--- src/rtl/tcr_pkg.sv ---
// Shared definitions for the timer control register: bit positions that
// software decodes, and the measurement-mode encoding.
package tcr_pkg;
    localparam int BIT_START  = 0;
    localparam int BIT_STATUS = 1;
    localparam int BIT_STOP   = 2;
    localparam int BIT_EDGE   = 4;
    localparam int BIT_UNDF   = 5;

    typedef enum logic [1:0] {
        MODE_NONE   = 2'b00,
        MODE_WIDTH  = 2'b01,
        MODE_PERIOD = 2'b10,
        MODE_RSVD   = 2'b11
    } meas_mode_e;
endpackage

--- src/rtl/tcr_sticky_flag.sv ---
// Sticky event flag. A hardware pulse sets it, and a software clear resets it.
// Assumes: hw_set and sw_clr are single-cycle qualified pulses in the clk domain.
// On a collision the set has priority.
module tcr_sticky_flag (
    input  logic clk,
    input  logic rst_n,
    input  logic hw_set,
    input  logic sw_clr,
    output logic q
);
    // Hold the flag: set has priority over clear.
    always_ff @(posedge clk) begin
        if (!rst_n)      q <= 1'b0;
        else if (hw_set) q <= 1'b1;
        else if (sw_clr) q <= 1'b0;
    end

    a_r5_set_wins: assert property (@(posedge clk) disable iff (!rst_n)
        hw_set |=> q);
    a_r3_clear_works: assert property (@(posedge clk) disable iff (!rst_n)
        (sw_clr && !hw_set) |=> !q);
    a_r3_no_sw_set: assert property (@(posedge clk) disable iff (!rst_n)
        (!q && !hw_set) |=> !q);
endmodule

--- src/rtl/tcr_edge_src.sv ---
// Picks which datapath pulse sets the edge flag for the current measurement mode.
// Assumes: meas_mode is quasi-static and both pulses are in the clk domain.
module tcr_edge_src
    import tcr_pkg::*;
(
    input  meas_mode_e mode,
    input  logic       width_done,
    input  logic       edge_in,
    output logic       set_pulse
);
    // Steer the mode-appropriate event onto the set line.
    always_comb begin
        unique case (mode)
            MODE_WIDTH:  set_pulse = width_done;
            MODE_PERIOD: set_pulse = edge_in;
            default:     set_pulse = 1'b0;
        endcase
    end
endmodule

--- src/rtl/tcr_run_ctl.sv ---
// Start/stop sequencing. The start bit holds the software request. The run
// status copies it on a count-source tick. A forced stop clears both at once.
// Assumes: tick is a single-cycle pulse in the clk domain.
module tcr_run_ctl (
    input  logic clk,
    input  logic rst_n,
    input  logic wr_en,
    input  logic wr_start,
    input  logic wr_stop,
    input  logic tick,
    output logic start_q,
    output logic run_q
);
    // Track the request and apply it to the run status on a tick.
    always_ff @(posedge clk) begin
        if (!rst_n) begin
            start_q <= 1'b0;
            run_q   <= 1'b0;
        end else if (wr_en && wr_stop) begin
            start_q <= 1'b0;
            run_q   <= 1'b0;
        end else begin
            if (wr_en) start_q <= wr_start;
            if (tick)  run_q   <= start_q;
        end
    end

    a_r8_stop_immediate: assert property (@(posedge clk) disable iff (!rst_n)
        (wr_en && wr_stop) |=> (!run_q && !start_q));
    a_r6_hold_without_tick: assert property (@(posedge clk) disable iff (!rst_n)
        (!tick && !(wr_en && wr_stop)) |=> $stable(run_q));
    a_r6_follow_on_tick: assert property (@(posedge clk) disable iff (!rst_n)
        (tick && !(wr_en && wr_stop)) |=> (run_q == $past(start_q)));
endmodule

--- src/rtl/tmr_ctl_reg.sv ---
// Timer control/status register top. It decodes bus writes, drives the run
// control and two event flags, and assembles the read word.
// Assumes: single clock domain and a synchronous active-low reset. The read
// data is combinational from the state and independent of bus_sel.
module tmr_ctl_reg
    import tcr_pkg::*;
#(
    parameter int DATA_W = 8
) (
    input  logic              clk,
    input  logic              rst_n,
    input  logic              bus_sel,
    input  logic              bus_wr,
    input  logic [DATA_W-1:0] bus_wdata,
    output logic [DATA_W-1:0] bus_rdata,
    input  logic              src_tick,
    input  logic              evt_underflow,
    input  logic              evt_width_done,
    input  logic              evt_edge_in,
    input  logic [1:0]        meas_mode,
    output logic              count_en
);
    localparam int NFLAG = 2;

    logic             wr_hit;
    logic             start_q, run_q;
    logic             edge_set;
    logic [NFLAG-1:0] flag_set, flag_clr, flag_q;

    // Qualify a register write.
    assign wr_hit = bus_sel && bus_wr;

    tcr_run_ctl u_run (
        .clk      (clk),
        .rst_n    (rst_n),
        .wr_en    (wr_hit),
        .wr_start (bus_wdata[BIT_START]),
        .wr_stop  (bus_wdata[BIT_STOP]),
        .tick     (src_tick),
        .start_q  (start_q),
        .run_q    (run_q)
    );

    tcr_edge_src u_esrc (
        .mode       (meas_mode_e'(meas_mode)),
        .width_done (evt_width_done),
        .edge_in    (evt_edge_in),
        .set_pulse  (edge_set)
    );

    // Flag 0 = edge (bit 4), flag 1 = underflow (bit 5).
    assign flag_set = {evt_underflow, edge_set};
    assign flag_clr = {wr_hit && !bus_wdata[BIT_UNDF], wr_hit && !bus_wdata[BIT_EDGE]};

    for (genvar g = 0; g < NFLAG; g++) begin : g_flag
        tcr_sticky_flag u_flag (
            .clk    (clk),
            .rst_n  (rst_n),
            .hw_set (flag_set[g]),
            .sw_clr (flag_clr[g]),
            .q      (flag_q[g])
        );
    end

    // Assemble the read word; unused and write-only bits read zero.
    always_comb begin
        bus_rdata             = '0;
        bus_rdata[BIT_START]  = start_q;
        bus_rdata[BIT_STATUS] = run_q;
        bus_rdata[BIT_EDGE]   = flag_q[0];
        bus_rdata[BIT_UNDF]   = flag_q[1];
    end

    assign count_en = run_q;

    a_r1_unused_zero: assert property (@(posedge clk) disable iff (!rst_n)
        (bus_rdata[7:6] == 2'b00) && !bus_rdata[3]);
    a_r2_stop_reads_zero: assert property (@(posedge clk) disable iff (!rst_n)
        !bus_rdata[BIT_STOP]);
    a_r9_cancel_pending: assert property (@(posedge clk) disable iff (!rst_n)
        (wr_hit && bus_wdata[BIT_STOP]) |=> !count_en);
    a_r4_idle_mode_holds: assert property (@(posedge clk) disable iff (!rst_n)
        ((meas_mode == 2'b00 || meas_mode == 2'b11) && !wr_hit && !bus_rdata[BIT_EDGE])
        |=> !bus_rdata[BIT_EDGE]);
endmodule

--- config.mk ---
export PLATFORM = sky130hd
export DESIGN_NAME = tmr_ctl_reg
export DESIGN_NICKNAME = d
export VERILOG_FILES = /design/src/rtl/tcr_pkg.sv /design/src/rtl/tcr_sticky_flag.sv /design/src/rtl/tcr_edge_src.sv /design/src/rtl/tcr_run_ctl.sv /design/src/rtl/tmr_ctl_reg.sv
export SDC_FILE = /design/constraint.sdc
export NUM_CORES = 1
export LEC_CHECK = 0
export BUFFER_PORTS_ARGS = -buffer_cell sky130_fd_sc_hd__buf_2
export CAP_MARGIN = 20
export CELL_PAD_IN_SITES_DETAIL_PLACEMENT = 1
export CELL_PAD_IN_SITES_GLOBAL_PLACEMENT = 2
export CORE_UTILIZATION = 17
export CTS_CLUSTER_SIZE = 25
export DETAILED_ROUTE_END_ITERATION = 10
export PLACE_DENSITY_LB_ADDON = 0.1
export SLEW_MARGIN = 25
export SYNTH_ARGS = -nofsm -noshare
export SYNTH_HDL_FRONTEND = slang
export SYNTH_HIERARCHICAL = 1
export SYNTH_SLANG_ARGS = --single-unit
--- constraint.sdc ---
create_clock -name clk -period 1.2 [get_ports clk]
set_input_delay 0.24 -clock clk [delete_from_list [all_inputs] [get_ports clk]]
set_output_delay 0.24 -clock clk [all_outputs]
set_load 0.02 [all_outputs]
## After elaboration in Yosys (flattened, before gate mapping)

Cells that the tools add are included.

- Flip-flop bits (word level): 4
- Bits in latches: 0
- Memory bits (writable): 0
- Bits in read-only memories: 0
- Input port bits: 18
- Logic and storage cells: 21
- Memories: 0

- Add/subtract/negate cells: 0
- Multipliers: 0
- Div/mod/pow operators: 0
- $lt $le $gt $ge: 0
- Eq/ne operators: 2
- Shift-type cells: 0
- Multiplexer cells: 5
- Bitwise operators: 1
- Reductions and logical operators: 9

Operators by type and width:

| kind | count |
|---|---|
| logical AND 1 bit | 4 |
| 2-to-1 mux 1 bit | 4 |
| nonzero test 2 bit | 2 |
| == test 2 x 1 -> 1 bit, second input constant | 1 |
| == test 2 bit, second input constant | 1 |
| zero test 1 bit | 2 |
| case mux 1 bit (2 select lines) | 1 |
| OR reduction 2 bit | 1 |
| inverter 1 bit | 1 |

## Depth between registers and ports, before layout

- Depth after elaboration: 4
- Depth in mapped cells: 5

## Modules after synthesis

The synthesis kept the hierarchy.

By module, submodules not included:

| module | times used | cells each | area each (sq um) |
|---|---|---|---|
| tcr_sticky_flag | 2 | 3 | 41.3 |
| tcr_run_ctl | 1 | 8 | 81.3 |
| tmr_ctl_reg | 1 | 10 | 73.8 |
| tcr_edge_src | 1 | 6 | 43.8 |

## Least setup slack after synthesis

No wires, ideal clock.

- Path type: register to register
- Start point: reg u_run/run_q (netlist name)
- End point: reg u_run.run_q
- Library setup time: 0.115 ns
- Arrival: 0.794 ns
- Required time: 1.085 ns
- Path slack: 0.290 ns
- Cell stages (with the launch flop): 3
- Buffers on the path: 0
- Period minus slack after synthesis: 0.910 ns
- Cell sequence: dfxtp_1 > mux2_1 > and3_1

RTL lines:

| element | RTL line | source |
|---|---|---|
| end signal: assignment | tcr_run_ctl.sv:24 | `if (tick) run_q <= start_q;` |
| end: declaration | tcr_run_ctl.sv:12 | `output logic run_q` |

## Worst setup path after layout

- Start point: reg u_run.run_q
- End point: out count_en

RTL lines:

| element | RTL line | source |
|---|---|---|
| end: declaration | tmr_ctl_reg.sv:21 | `output logic count_en` |

No word-level cell between the ends.

==> results.txt <==
----------------------------------------------------
[Timing]
  Max Clock Skew ... 0.007156 ns
  Total count of max-transition violations in the final report ... 0
  Clock period minus final worst setup slack ... 0.9670 ns
  Unrepaired setup endpoints after global routing ... false
  Sum of negative setup slack ... 0 ns
  Total of endpoints with negative setup slack in the final report ... 0
  Timing-limited maximum frequency ... 1034 MHz
  Post-route fraction of the period consumed by the critical path ... 0.8059
  Final hold violation count ... 0
  Setup slack after layout ... 0.2330 ns

[Floorplan]
  Effective utilization at floorplan ... 0.1847
  I/O pin count ... 27
  Vertical die dimension ... 42.70 um
  Die Outline Area ... 1823 sq um
  Core region area ... 1524 sq um
  Row cnt ... 14
  Die span in x ... 42.70 um

[Logic synthesis]
  Area fraction of the dominant cell type after synthesis ... 0.2844
  Biggest area contributors in the synthesized netlist ... dfxtp_1 28%, buf_4 16%, nor2b_4 9.8%
  Yosys warns ... 6
  Proportion of synthesized chip area in sequential cells ... 0.2844
  Post-Syn Instances ... 30
  Cell type with the largest total area after synthesis ... dfxtp_1
  Syn avg cell area ... 9.384 sq um
  Synth Cell Area ... 281.5 sq um
  Library cells used by synthesis ... 16
  Synthesis-stage register bit count ... 4

[Clock tree]
  TritonCTS clock tree ... done
  Clock latency reported for the late side of the worst-skew pair ... 0.23 ns
  Buffer type at the clock tree root ... clkbuf_4
  Sinks on Clock Net ... 4
  Number of gates given a new drive strength after cts ... 0
  Number of buffers inserted to repair setup after CTS ... 0
  Clock-pin slew reported for the worst setup and hold paths after clock tree synthesis ... 0.04 ns
  Buffer levels on the longest clock path ... 2
  Number of hold-repair buffers added at the cts stage ... 0
  CTS buffer count ... 3
  CTS HTree Levels ... 1

[Hold path]
  Hold_sp ... evt_underflow
  Classification of the worst-slack hold path ... in2reg

[Global route]
  Global-route wire length before repair ... 972 um
  Sum of overflow across all layers after global routing ... 0
  Largest net degree at the start of global routing ... 6
  Number of antenna violations at the first check in global routing ... 0
  Via count of the first global-routing pass ... 250
  Global routing usage summed across all routing layers ... 0.07476

[Cells and area]
  Commonest non-fill, non-tap cell in the layout ... buf_2
  Share of layout cells above drive strength 1 ... 0.5000
  Area delta synth->final ... 35.11%
  Ant. Diodes ... 0
  Post-layout util ... 0.2496
  Most frequent cells in the layout ... 18 x buf_2, 4 x conb_1, 4 x dfxtp_1, 3 x clkbuf_4
  # nets final ... 70

[Power and ir drop]
  Power per unit of standard cell area ... 1009 nW/um^2
  Sequential fraction of design power ... 0.372
  Clk network pwr share ... 0.422
  Standby leakage power ... 0.2231 nW
  Internal power of the cells ... 0.0002889 W
  Switching share of power ... 0.2469
  Maximum vdd ir drop ... 222.1 uV
  Net switching component of the power ... 0.00009475 W
  Part of the power in combinational logic ... 0.206

[Drt]
  Total detailed-routing wirelength ... 588 um
  DR pass1 iterations ... 1
  Number of DRC violations after detailed routing ... 0
  Post-DRT Antenna Nets ... 0
  Via-per-instance ratio ... 3.953
  Average wire per cell in the routed design ... 9.188 um
  Drt first-iter violations ... 0
  Number of vias in the routed layout ... 253

[Worst setup path]
  Buffers and inverters on the worst path ... 1
  Crit path launch type ... register
  Delay-heaviest family, CP ... flip-flops
  Critical Path, Cell by Cell ... buf_2
  Capturing element type of the critical path ... output port
  Crit path arrival time ... 0.73 ns
  Crit-path max cell delay ... 0.33 ns
  Startpoint of the worst setup timing path ... u_run/run_q
  Beginning of the worst register-to-register path ... u_run/start_q
  Largest fanout on the critical path ... 3
  Crit path required time ... 0.96 ns
  Critical-path cell with the highest stage delay ... dfxtp_1
  Kind of critical path ... reg2out

[Job]
  Maxcap violations ... 0

[Placement]
  Total of buffers placed on input and output ports ... 18
  Weighted congestion at the end of routability-driven global placement ... 0.6078
  Setup Slack @ Placement ... 0.1129 ns
  Dpl hpwl ... 548.2 um

[Run status]
  Outcome ... completed

----------------------------------------------------
[per-stage QoR]
stage                     power [W]  hold slack (ns)  instance area, sq um  cells
after floorplan           0.0002019           0.3575                 292.8     33
after global placement    0.0002218           0.4521                 357.8     61
after detailed placement  0.0002252           0.4614                 357.8     61
after CTS                 0.0003979           0.2147                 380.4     64
after global routing      0.0004109           0.2270                 380.4     64
final                     0.0003837           0.2227                 380.4     64
[state kept, by name (all words and copies together) (netlist names)]
| name | count |
|---|---|
| g_flag.u_flag/q | 2 |
| u_run/run_q | 1 |
| u_run/start_q | 1 |
[cells by family after synthesis]
| family | Yosys count | share of synthesized area |
|---|---|---|
| AOI/OAI and AO/OA | 3 | 0.07999 |
| DFF | 4 | 0.2845 |
| buffers and inverters | 8 | 0.1867 |
| other | 1 | 0.01332 |
| adders and majority gates | 2 | 0.08887 |
| muxes | 1 | 0.04000 |
| and+or+nand+nor | 11 | 0.3067 |
[synthesized netlist by cell type]
cell / instances
a22oi_1: 1
and2_2: 1
and3_1: 1
and3b_1: 2
buf_4: 6
conb_1: 1
dfxtp_1: 4
ha_1: 2
inv_1: 2
mux2_1: 1
nand2_1: 2
nand3b_1: 1
nand4b_1: 1
nor2_1: 1
nor2b_4: 2
o21a_1: 2
[final timing paths]
path / endpoint / slack, ns / cells past startpoint
worst max register to register: u_run/run_q / 0.36 / 2
worst min-delay path: g_flag[1].u_flag/q / 0.22 / 2
worst max-delay path: count_en / 0.23 / 1
worst min register to register: u_run/start_q / 0.48 / 2
[final cells by class]
type                    instances  area [sq um]
clock buffers                   3         22.52
repair buffers                 18         90.09
fillers                       193          1144
flip-flops and latches          4         80.08
multi-input cells              21         160.2
inverters                       2         7.507
well taps                      16         20.02
[per-layer routing]
layer  wire length, um  vias up  share of wire  global-route usage
li1                  -      128              -                   -
met3                68        0           0.12             0.04681
met4                 0        0              0             0.03750
met5                 0        -              0                   0
met2               298       14           0.51              0.1242
met1               221      111           0.38             0.07068
[power by group through the flow]
stage | sequential [W] | combinational [W] | clock [W]
after floorplan | 0.000151 | 0.0000510 | 0
after global placement | 0.000145 | 0.0000773 | 0
after detailed placement | 0.000145 | 0.0000804 | 0
after CTS | 0.000143 | 0.0000805 | 0.000175
after global routing | 0.000143 | 0.0000878 | 0.000180
final | 0.000143 | 0.0000792 | 0.000162
(Power assumes the default switching activity.)
